==> config.mk <==
export PLATFORM = sky130hd
export DESIGN_NAME = dist_ctl_regs
export DESIGN_NICKNAME = d
export VERILOG_FILES = /design/src/rtl/dist_ctl_pkg.sv /design/src/rtl/dist_ctl_decode.sv /design/src/rtl/dist_ctl_enable.sv /design/src/rtl/dist_ctl_rdport.sv /design/src/rtl/dist_ctl_regs.sv
export SDC_FILE = /design/constraint.sdc
export NUM_CORES = 1
export LEC_CHECK = 0
export BUFFER_PORTS_ARGS = -buffer_cell sky130_fd_sc_hd__buf_4
export CAP_MARGIN = 20
export CORE_ASPECT_RATIO = 0.9
export CORE_MARGIN = 10
export CORE_UTILIZATION = 33
export DETAILED_ROUTE_END_ITERATION = 12
export GPL_TIMING_DRIVEN = 0
export PLACE_DENSITY = 0.87
export SLEW_MARGIN = 20
export SYNTH_ARGS = -nofsm -noshare
export SYNTH_HDL_FRONTEND = slang
export SYNTH_HIERARCHICAL = 1
export SYNTH_SLANG_ARGS = --single-unit
==> constraint.sdc <==
create_clock -name clk -period 2.7 [get_ports clk]
set_clock_uncertainty 0.2 [all_clocks]
set_input_delay 0.405 -clock clk [delete_from_list [all_inputs] [get_ports clk]]
set_output_delay 0.405 -clock clk [all_outputs]
set_load 0.03 [all_outputs]
==> src/rtl/dist_ctl_pkg.sv <==
package dist_ctl_pkg;

    typedef enum logic [2:0] {
        SEL_CTL,
        SEL_TYPE,
        SEL_IDENT,
        SEL_ZERO,
        SEL_PID2,
        SEL_NONE
    } reg_sel_e;

    // control word bit positions
    localparam int CTL_EN_BIT    = 1;
    localparam int CTL_ROUTE_BIT = 4;
    localparam int CTL_NOSEC_BIT = 6;

    // type word fields
    localparam int TYPE_LINES_W  = 5;
    localparam int TYPE_IDW_LSB  = 19;
    localparam int TYPE_IDW_W    = 5;
    localparam int TYPE_MSG_BIT  = 17;
    localparam int IDW_PLAIN     = 10;
    localparam int IDW_MSG       = 16;

    localparam logic [31:0] PID2_VALUE = 32'h0000_003B;
    localparam int          PID2_WORD  = 6;
    localparam int          ID_WORDS   = 12;

    typedef struct packed {
        logic        vld;
        logic [31:0] data;
    } rd_beat_t;

    function automatic logic [31:0] ctl_word(input logic en);
        logic [31:0] w;
        w = '0;
        w[CTL_EN_BIT]    = en;
        w[CTL_ROUTE_BIT] = 1'b1;
        w[CTL_NOSEC_BIT] = 1'b1;
        return w;
    endfunction

    function automatic logic [31:0] type_word(input logic [15:0] n_shared, input logic msg);
        logic [31:0] w;
        logic [16:0] lines;
        w     = '0;
        lines = ({1'b0, n_shared} + 17'd32) >> 5;
        w[TYPE_LINES_W-1:0] = lines[TYPE_LINES_W-1:0] - 1'b1;
        if (msg) begin
            w[TYPE_IDW_LSB +: TYPE_IDW_W] = TYPE_IDW_W'(IDW_MSG - 1);
            w[TYPE_MSG_BIT] = 1'b1;
        end else begin
            w[TYPE_IDW_LSB +: TYPE_IDW_W] = TYPE_IDW_W'(IDW_PLAIN - 1);
        end
        return w;
    endfunction

    function automatic logic [31:0] ident_word(input logic [7:0] prod, input logic [7:0] impl);
        return {prod, 16'h0000, impl};
    endfunction

endpackage

==> src/rtl/dist_ctl_decode.sv <==
module dist_ctl_decode
    import dist_ctl_pkg::*;
#(
    parameter int                ADDR_W  = 16,
    parameter logic [ADDR_W-1:0] ID_BASE = 16'hFFD0
) (
    input  logic [ADDR_W-1:0] addr,
    output reg_sel_e          sel
);
    localparam int WA_W = ADDR_W - 2;
    localparam logic [WA_W-1:0] ID_FIRST = ID_BASE[ADDR_W-1:2];
    localparam logic [WA_W-1:0] ID_LAST  = ID_FIRST + WA_W'(ID_WORDS - 1);
    localparam logic [WA_W-1:0] ID_PID2  = ID_FIRST + WA_W'(PID2_WORD);

    logic [WA_W-1:0] word;
    logic            in_low;
    logic            in_id;

    assign word   = addr[ADDR_W-1:2];
    assign in_low = (addr[ADDR_W-1:4] == '0);
    assign in_id  = (word >= ID_FIRST) && (word <= ID_LAST);

    always_comb begin
        sel = SEL_NONE;
        if (in_low) begin
            unique case (addr[3:2])
                2'd0: sel = SEL_CTL;
                2'd1: sel = SEL_TYPE;
                2'd2: sel = SEL_IDENT;
                default: sel = SEL_ZERO;
            endcase
        end else if (in_id && word == ID_PID2) begin
            sel = SEL_PID2;
        end else begin
            sel = SEL_NONE;
        end
    end
endmodule

==> src/rtl/dist_ctl_enable.sv <==
module dist_ctl_enable
    import dist_ctl_pkg::*;
(
    input  logic clk,
    input  logic rst,
    input  logic wr_ctl,
    input  logic wr_bit,
    output logic en,
    output logic notify
);
    always_ff @(posedge clk) begin
        if (rst) begin
            en     <= 1'b0;
            notify <= 1'b0;
        end else begin
            notify <= wr_ctl && wr_bit && !en;
            if (wr_ctl) begin
                en <= wr_bit;
            end
        end
    end
endmodule

==> src/rtl/dist_ctl_rdport.sv <==
module dist_ctl_rdport
    import dist_ctl_pkg::*;
#(
    parameter int         SPI_W        = 10,
    parameter logic [7:0] PRODUCT_CODE = 8'h4B,
    parameter logic [7:0] IMPL_CODE    = 8'h3B
) (
    input  logic             clk,
    input  logic             rst,
    input  logic             rd_stb,
    input  reg_sel_e         sel,
    input  logic             en,
    input  logic [SPI_W-1:0] shared_count,
    input  logic             msg_irq_en,
    output rd_beat_t         beat
);
    logic [15:0] count_ext;
    logic [31:0] mux_data;

    assign count_ext = 16'(shared_count);

    always_comb begin
        unique case (sel)
            SEL_CTL:   mux_data = ctl_word(en);
            SEL_TYPE:  mux_data = type_word(count_ext, msg_irq_en);
            SEL_IDENT: mux_data = ident_word(PRODUCT_CODE, IMPL_CODE);
            SEL_PID2:  mux_data = PID2_VALUE;
            default:   mux_data = '0;
        endcase
    end

    always_ff @(posedge clk) begin
        if (rst) begin
            beat <= '0;
        end else begin
            beat.vld  <= rd_stb;
            beat.data <= rd_stb ? mux_data : '0;
        end
    end
endmodule

==> src/rtl/dist_ctl_regs.sv <==
module dist_ctl_regs
    import dist_ctl_pkg::*;
#(
    parameter int                ADDR_W       = 16,
    parameter int                SPI_W        = 10,
    parameter logic [ADDR_W-1:0] ID_BASE      = 16'hFFD0,
    parameter logic [7:0]        PRODUCT_CODE = 8'h4B,
    parameter logic [7:0]        IMPL_CODE    = 8'h3B
) (
    input  logic              clk,
    input  logic              rst,
    input  logic              bus_req,
    input  logic              bus_we,
    input  logic [ADDR_W-1:0] bus_addr,
    input  logic [31:0]       bus_wdata,
    output logic [31:0]       bus_rdata,
    output logic              bus_rvalid,
    input  logic [SPI_W-1:0]  shared_count,
    input  logic              msg_irq_en,
    output logic              grp1_en,
    output logic              notify
);
    reg_sel_e sel;
    rd_beat_t beat;
    logic     wr_ctl;
    logic     rd_stb;

    dist_ctl_decode #(.ADDR_W(ADDR_W), .ID_BASE(ID_BASE)) u_dec (
        .addr (bus_addr),
        .sel  (sel)
    );

    assign wr_ctl = bus_req && bus_we && (sel == SEL_CTL);
    assign rd_stb = bus_req && !bus_we;

    dist_ctl_enable u_en (
        .clk    (clk),
        .rst    (rst),
        .wr_ctl (wr_ctl),
        .wr_bit (bus_wdata[CTL_EN_BIT]),
        .en     (grp1_en),
        .notify (notify)
    );

    dist_ctl_rdport #(
        .SPI_W(SPI_W), .PRODUCT_CODE(PRODUCT_CODE), .IMPL_CODE(IMPL_CODE)
    ) u_rd (
        .clk          (clk),
        .rst          (rst),
        .rd_stb       (rd_stb),
        .sel          (sel),
        .en           (grp1_en),
        .shared_count (shared_count),
        .msg_irq_en   (msg_irq_en),
        .beat         (beat)
    );

    assign bus_rdata  = beat.data;
    assign bus_rvalid = beat.vld;
endmodule

==> results of run 1 <==
==> registers in the layout, summed over array words and instances (netlist names) <==
register,count
u_en/notify,1
u_rd/beat,11
u_en/en,1
==> worst max-delay path, stage by stage <==
cell and delay [ns]:
buf_4 0.11, nor4_1 0.29, nand3_1 0.33, nor2_1 0.51, nor2_1 0.18, nand3_1 0.14
inv_1 0.07, and2_1 0.16
==> routing by layer <==
metal / up-vias / part of all wire
li1: 437 / -
met1: 335 / 0.39
met2: 42 / 0.45
met3: 2 / 0.16
met4: 0 / 0.0067
met5: - / 0
==> logic make-up (layout without fill, tap and decap cells) <==
| logic type | Yosys count | count (layout) | share of synthesized area |
|---|---|---|---|
| AOI/OAI and AO/OA | 11 | 11 | 0.0859 |
| other | 1 | 16 | 0.00436 |
| DFF | 13 | 13 | 0.303 |
| adders and majority gates | 2 | 2 | 0.0291 |
| and+or+nand+nor | 40 | 40 | 0.291 |
| muxes | 1 | 1 | 0.0116 |
| buffers and inverters | 27 | 74 | 0.214 |
| xor gates and xnor gates | 6 | 6 | 0.0611 |
==> power breakdown <==
part	internal [mW]	switching (mW)	total (mW)	leakage [nW]
registers	0.192	0.000179	0.192	0.105
logic	0.0546	0.0606	0.115	0.567
clock network	0.0572	0.0547	0.112	0.0150
==> layout make-up <==
type / count / share of cell area
Timing Repair Buffer: 43 / 0.248
Buffer: 23 / 0.130
Inverter: 4 / 0.0115
Multi-Input combinational cell: 76 / 0.363
Tap cell: 28 / 0.0269
Clock buffer: 4 / 0.0202
Sequential cell: 13 / 0.200
==> worst paths after layout <==
kind / from / endpoint / cells past startpoint
hold reg to reg: u_en/en / u_en/en / 2
setup / recovery: bus_addr[9] / u_rd/beat[21] / 8
setup reg to reg: u_en/en / u_rd/beat[1] / 3
hold / removal: rst / u_en/en / 2
==> per-stage QoR <==
step / worst slack, ns / util / cells / power (mW) / cell area [sq um]
floorplan: 0.588 / - / 116 / 0.272 / 916
global placement: 0.228 / 0.516 / 187 / 0.310 / 1270
detailed placement: 0.210 / 0.516 / 187 / 0.311 / 1270
CTS: 0.485 / 0.527 / 191 / 0.422 / 1300
global route: 0.220 / 0.527 / 191 / 0.439 / 1300
finish: 0.446 / 0.527 / 191 / 0.419 / 1300
==> Yosys cell counts, drive strengths merged (2+ instances only) <==
cell    number
dfxtp       13
buf         22
xnor2        4
nor2b        2
a21oi        3
ha           2
nand2        3
nor4         4
and2         2
xor2         2
nor3         4
inv          4
a21boi       2
nor2         9
nand3        5
a21o         2
==> flow_summary.ini, run 1 <==
[synthesis]
async_flop_share = 0
ys_seq_area_frac = 0.303
yosys_warnings = 6
synth_edf_count = 0
yosys_register_bits = 13
yosysTopAreaCellShare = 0.303
yosys.area.top_type = dfxtp_1
synth_cells = 101
yosys-top-cells-area = dfxtp_1 30%, buf_4 19%, xnor2_1 4.1%, nor2_1 3.9%, ha_1 2.9%
synth_cell_types = 36
synth_flop_cell = dfxtp_1
syn-mean-instance-area_sq_um = 8.51
synth_area_sq_um = 860

[timing]
period_needed_ns = 2.25
relSlewSlack = 0.658
hold_slack_ns = 0.102
fin_crit_sh = 0.835
setup_tns_ns = 0
hold_violations = 0
setup_violations = 0
timing.fmax_mhz = 444
report.final.slew_viol_count = 0
worst_pin_slew_ns = 0.511
rsz0062_at_grt = false

[power]
power_density_mw_per_mm2 = 323
p_leak_nw = 0.687
ir_worst_vdd_mv = 0.259

[cts]
clock_path_buffers = 2
cts_sinks = 13
cts_root_buf = clkbuf_4
cts-hold-fix-buffers = 0
postCtsResizedCells = 0
cts_buffers = 3
cts_setup_buffers = 0
clk_pin_slew_ns = 0.07
clk_latency_ns = 0.27
cts_max_level = 1
cts_tree = built

[layout]
seqCellArea_sq_um = 260
fillers = 225
num_antenna_cells = 0
fin_nets = 229
areaGrowthSynthToFinish_pct = 51.2
multi_input_area_sq_um = 472
final_common_cell = buf_4
drive_gt1_frac = 0.429
final_cell_mix = 65 x buf_4, 16 x conb_1, 13 x dfxtp_1

[floorplanning]
dieArea_sq_mm = 0.00505
die_h_microns = 68.4
dieWidth_microns = 73.8
io-pin-count = 98
core-area_sq_mm = 0.00247
initial_core_util = 0.348
row_count = 17

[setup_path]
cp-start-kind = input port
crit_fanout = 9
crit_type = in2reg
critPathCaptureType = flop
r2r_slack_ns = 1.64
worstPathRequired_ns = 2.66
arrival_ns = 2.21

[global_route]
grt_max_degree = 10
grt_use_met1 = 0.0766
grt_use_met2 = 0.136
antenna_found_initial = 0
grt_use_total = 0.0791
grt-ovfl-total = 0
grt_pass1_vias = 766
busiest_layer = met2
met3_usage = 0.0491
grt_pass1_wl_microns = 3250

[route]
drt_iter0_drc = 47
wl_per_cell_microns = 11.0
dr.pass1.iters = 3
viasPerCell = 4.27
num_vias = 816
wirelength_microns = 2100
drc = 0
ant_nets = 0

[worst_hold_path]
hold_path.class = in2reg

[placed_design]
portBuffers = 43
gp_congestion = 0.751
dpl.hpwl_microns = 1890

[job]
cap_violations = 0

[run_status]
status = completed
No activity file was read; power rests on OpenSTA's default activity.
==> run 2: changes to the inputs <==
==> constraint.sdc (replaced) <==
create_clock -name clk -period 2.3 [get_ports clk]
set_clock_uncertainty 0.2 [all_clocks]
set_input_delay 0.345 -clock clk [delete_from_list [all_inputs] [get_ports clk]]
set_output_delay 0.345 -clock clk [all_outputs]
set_load 0.03 [all_outputs]
==> flow_summary.ini, run 2 (synthesized netlist as in run 1, its figures left out) <==
[placed_design]
dpl.hpwl_microns = 1890
placed_cell_area_sq_mm = 0.00127
portBuffers = 43
gp_congestion = 0.751
pre_cts_ws_ns = -0.130

[layout]
largest-register = u_rd/beat
fin_area_sq_mm = 0.00130
fin_nets = 229
largest_reg_flops = 11
final_common_cell = buf_4
reg_top3 = u_rd/beat: 11 flops, u_en/en: 1 flops, u_en/notify: 1 flops
num_antenna_cells = 0
areaGrowthSynthToFinish_pct = 51.5
fillers = 224
drive_gt1_frac = 0.436
final_cell_mix = 65 x buf_4, 16 x conb_1, 13 x dfxtp_1

[cts]
clk_latency_ns = 0.27
clk_pin_slew_ns = 0.07
cts_sinks = 13
cts_max_level = 1
cts_buffers = 3
cts_tree = built
cts-hold-fix-buffers = 0
clock_path_buffers = 2
cts_root_buf = clkbuf_4

[floorplanning]
dieWidth_microns = 73.8
initial_core_util = 0.348
core-area_sq_mm = 0.00247
die_h_microns = 68.4
io-pin-count = 98
row_count = 17
dieArea_sq_mm = 0.00505

[setup_path]
arrival_ns = 2.06
crit_fanout = 9
critPathCaptureType = flop
cpPeakStageDelay_ns = 0.35
cp_cell_sequence = buf_4 -> nor4_1 -> nand3_1 -> a21o_1 -> clkbuf_1 -> inv_1 -> nor3_1 -> a21oi_1 -> o32a_1 -> nor2_1
crit_type = in2reg
worstPathRequired_ns = 2.26
cp-start-kind = input port
cpMaxStageDelayCell = nand3_1

[timing]
setup_violations = 0
setup_ws_ns = 0.200
fin_crit_sh = 0.913
timing.fmax_mhz = 476
report.final.slew_viol_count = 0
rsz0062_at_grt = false
hold_violations = 0
period_needed_ns = 2.10

[route]
wirelength_microns = 2100
wl_per_cell_microns = 11.0
num_vias = 821
drc = 0
viasPerCell = 4.30
ant_nets = 0
dr.pass1.iters = 4
drt_iter0_drc = 36

[power]
power_density_mw_per_mm2 = 378
power.total_mw = 0.493
ir_worst_vdd_mv = 0.304
p_leak_nw = 0.686

[global_route]
grt_max_degree = 10
antenna_found_initial = 0
grt_pass1_vias = 766
grt-ovfl-total = 0
grt_pass1_wl_microns = 3250
grt_use_total = 0.0791

[worst_hold_path]
hold_path.class = in2reg

[job]
cap_violations = 0

[run_status]
status = completed
[run 2: cell counts in the layout (fill, tap and decap cells not counted)]
No cell type changed its count.
[run 2: area by class of cell]
type | count | area, sq um | share of cell area
Buffer | 23 | 169 | 0.130
Clock buffer | 4 | 26.3 | 0.0202
Inverter | 4 | 15.0 | 0.0115
Multi-Input combinational cell | 76 | 474 | 0.364
Sequential cell | 13 | 260 | 0.200
Tap cell | 28 | 35.0 | 0.0269
Timing Repair Buffer | 43 | 323 | 0.248
[run 2: per-stage QoR]
step,hold slack [ns],instances,TNS [ns],utilization
after floorplan,0.217,116,0,-
after global placement,0.322,187,-0.318,0.516
after detailed placement,0.325,187,-0.328,0.516
after CTS,0.0360,191,0,0.527
after global routing,0.0387,191,0,0.528
final,0.0419,191,0,0.528
[run 2: critical path: cells and delay by family]
family                 cells  cell delay (ns)
and+or+nand+nor            4             0.74
AOI/OAI and AO/OA          3             0.57
buffers and inverters      3             0.40
[run 2: path summary, 6_finish.rpt]
check / from / to / slack [ns] / depth (start not counted)
setup reg to reg: u_en/en / u_rd/beat[1] / 1.23 / 3
setup / recovery: bus_addr[9] / u_rd/beat[1] / 0.20 / 10
hold / removal: rst / u_en/en / 0.04 / 2
hold reg to reg: u_en/en / u_en/en / 0.36 / 2
[run 2: repair_timing]
| item | CTS | global route |
|---|---|---|
| gates resized for setup | 0 | 1 |
| endpoints found under the setup margin | 0 | 3 |
| buffers inserted | 0 | 0 |
[run 2: power by group]
part	switching [mW]	total, mW	internal, mW	leakage (nW)
clock	0.0642	0.131	0.0671	0.0150
sequential	0.000210	0.226	0.226	0.105
combinational	0.0714	0.135	0.0641	0.566
total	0.136	0.493	0.357	0.686
[run 2: layer usage]
layer	vias to the layer above	global-route usage	routed length, microns
met2	45	0.136	949
met3	2	0.0491	335
met5	-	0	0
li1	437	-	-
met4	0	0.0279	14
met1	337	0.0766	804
==> run 3: changes to the inputs <==
--- a/config.mk
+++ b/config.mk
@@ -7,7 +7,7 @@
 export LEC_CHECK = 0
 export BUFFER_PORTS_ARGS = -buffer_cell sky130_fd_sc_hd__buf_4
 export CAP_MARGIN = 20
-export CORE_ASPECT_RATIO = 0.9
+export CORE_ASPECT_RATIO = 0.75
 export CORE_MARGIN = 10
 export CORE_UTILIZATION = 33
 export DETAILED_ROUTE_END_ITERATION = 12
==> flow_summary.ini, run 3 (synthesized netlist as in run 1, its figures left out) <==
[timing]
timing.fmax_mhz = 468
setup_violations = 0
rsz0062_at_grt = false
report.final.slew_viol_count = 0
fin_crit_sh = 0.930
hold_violations = 0
period_needed_ns = 2.14

[layout]
seqCellArea_sq_um = 260
largest-register = u_rd/beat
multi_input_area_sq_um = 474
final_cell_mix = 65 x buf_4, 16 x conb_1, 13 x dfxtp_1
final_common_cell = buf_4
num_antenna_cells = 0
drive_gt1_frac = 0.436
reg_top3 = u_rd/beat: 11 flops, u_en/en: 1 flops, u_en/notify: 1 flops
areaGrowthSynthToFinish_pct = 52.4
fin_area_sq_mm = 0.00131
largest_reg_flops = 11
fin_cells = 197
fin_nets = 229
fillers = 212

[placed_design]
placed_cell_area_sq_mm = 0.00128
dpl.hpwl_microns = 2200
portBuffers = 43
placed_cells = 193
gp_congestion = 0.764

[floorplanning]
row_count = 15
dieArea_sq_mm = 0.00507
initial_core_util = 0.361
io-pin-count = 98
die_h_microns = 64.2
core-area_sq_mm = 0.00238
dieWidth_microns = 78.9

[cts]
cts_buffers = 3
cts-hold-fix-buffers = 0
cts_root_buf = clkbuf_4
clk_pin_slew_ns = 0.07
clk_latency_ns = 0.27
cts_sinks = 13
cts_max_level = 1
cts_tree = built
clock_path_buffers = 2
cts_setup_buffers = 0

[global_route]
grt-ovfl-total = 0
antenna_found_initial = 0
grt_pass1_vias = 921
grt_use_total = 0.0921
grt_max_degree = 10
grt_pass1_wl_microns = 3770

[power]
p_leak_nw = 0.686
power.total_mw = 0.498
ir_worst_vdd_mv = 0.128
power_density_mw_per_mm2 = 380

[worst_hold_path]
whs_path_depth = 2
hold_path.class = in2reg
hold_end = u_en/en
min_from = rst

[route]
ant_nets = 0
wl_met2_microns = 1210
wirelength_microns = 2450
num_vias = 850
drc = 0
viasPerCell = 4.31
wl_per_cell_microns = 12.5
dr_wl_met3_microns = 347
met1_length_microns = 804
drt_iter0_drc = 34
top_layer = met4
dr.pass1.iters = 4

[setup_path]
worstPathRequired_ns = 2.26
crit_fanout = 9
reg2reg_to = u_rd/beat[1]
cp-start-kind = input port
reg2reg_depth = 3
critPathCaptureType = flop
reg2reg_from = u_en/en
r2r_slack_ns = 1.22
arrival_ns = 2.10
crit_type = in2reg

[run_status]
status = completed

[job]
cap_violations = 0
## run 3: worst max-delay path, cell delays in order
cell and delay, ns:
buf_4 0.11, nor4_1 0.30, nand3_1 0.35, a21o_1 0.28, clkbuf_1 0.19, inv_1 0.12
nor3_1 0.06, a21oi_1 0.13, o32a_1 0.16, nor2_1 0.04
## run 3: layout make-up
| class | count | share of cell area |
|---|---|---|
| multi-input combinational | 76 | 0.362 |
| timing repair buffer | 43 | 0.246 |
| sequential | 13 | 0.199 |
| buffer | 23 | 0.129 |
| tap | 34 | 0.0325 |
| clock buffer | 4 | 0.0201 |
| inverter | 4 | 0.0115 |
## run 3: worst max-delay path by stage
stage	from	cells after the start	end	slack (ns)
after global placement	bus_addr[9]	8	u_rd/beat[21]	-0.03
final	bus_addr[9]	10	u_rd/beat[1]	0.16
after detailed placement	bus_addr[9]	8	u_rd/beat[21]	-0.14
after floorplan	bus_addr[4]	9	u_rd/beat[1]	0.25
after CTS	bus_addr[9]	8	u_rd/beat[3]	0.15
after global routing	bus_addr[9]	10	u_rd/beat[1]	0.03
## run 3: power breakdown
group	switching, mW	internal [mW]
Sequential	0.000153	0.226
Clock	0.0657	0.0673
Combinational	0.0750	0.0642
## run 3: metal layers
layer  GRT usage  up-vias
met5           0        -
met3      0.0573        9
met2       0.165       44
li1            -      435
met4      0.0670        0
met1      0.0720      362
## run 3: timing repair
action / in CTS / in global routing
endpoints found under the hold margin: 0 / 0
gates resized for setup: 0 / 1
setup endpoints to repair: 0 / 2
## run 3: through the flow
step | worst slack [ns] | utilization | TNS, ns | hold slack, ns
floorplan | 0.248 | - | 0 | 0.217
global placement | -0.0331 | 0.538 | -0.0635 | 0.315
detailed placement | -0.139 | 0.538 | -0.495 | 0.324
CTS | 0.146 | 0.549 | 0 | 0.0275
global route | 0.0312 | 0.550 | 0 | 0.0242
finish | 0.162 | 0.550 | 0 | 0.0363
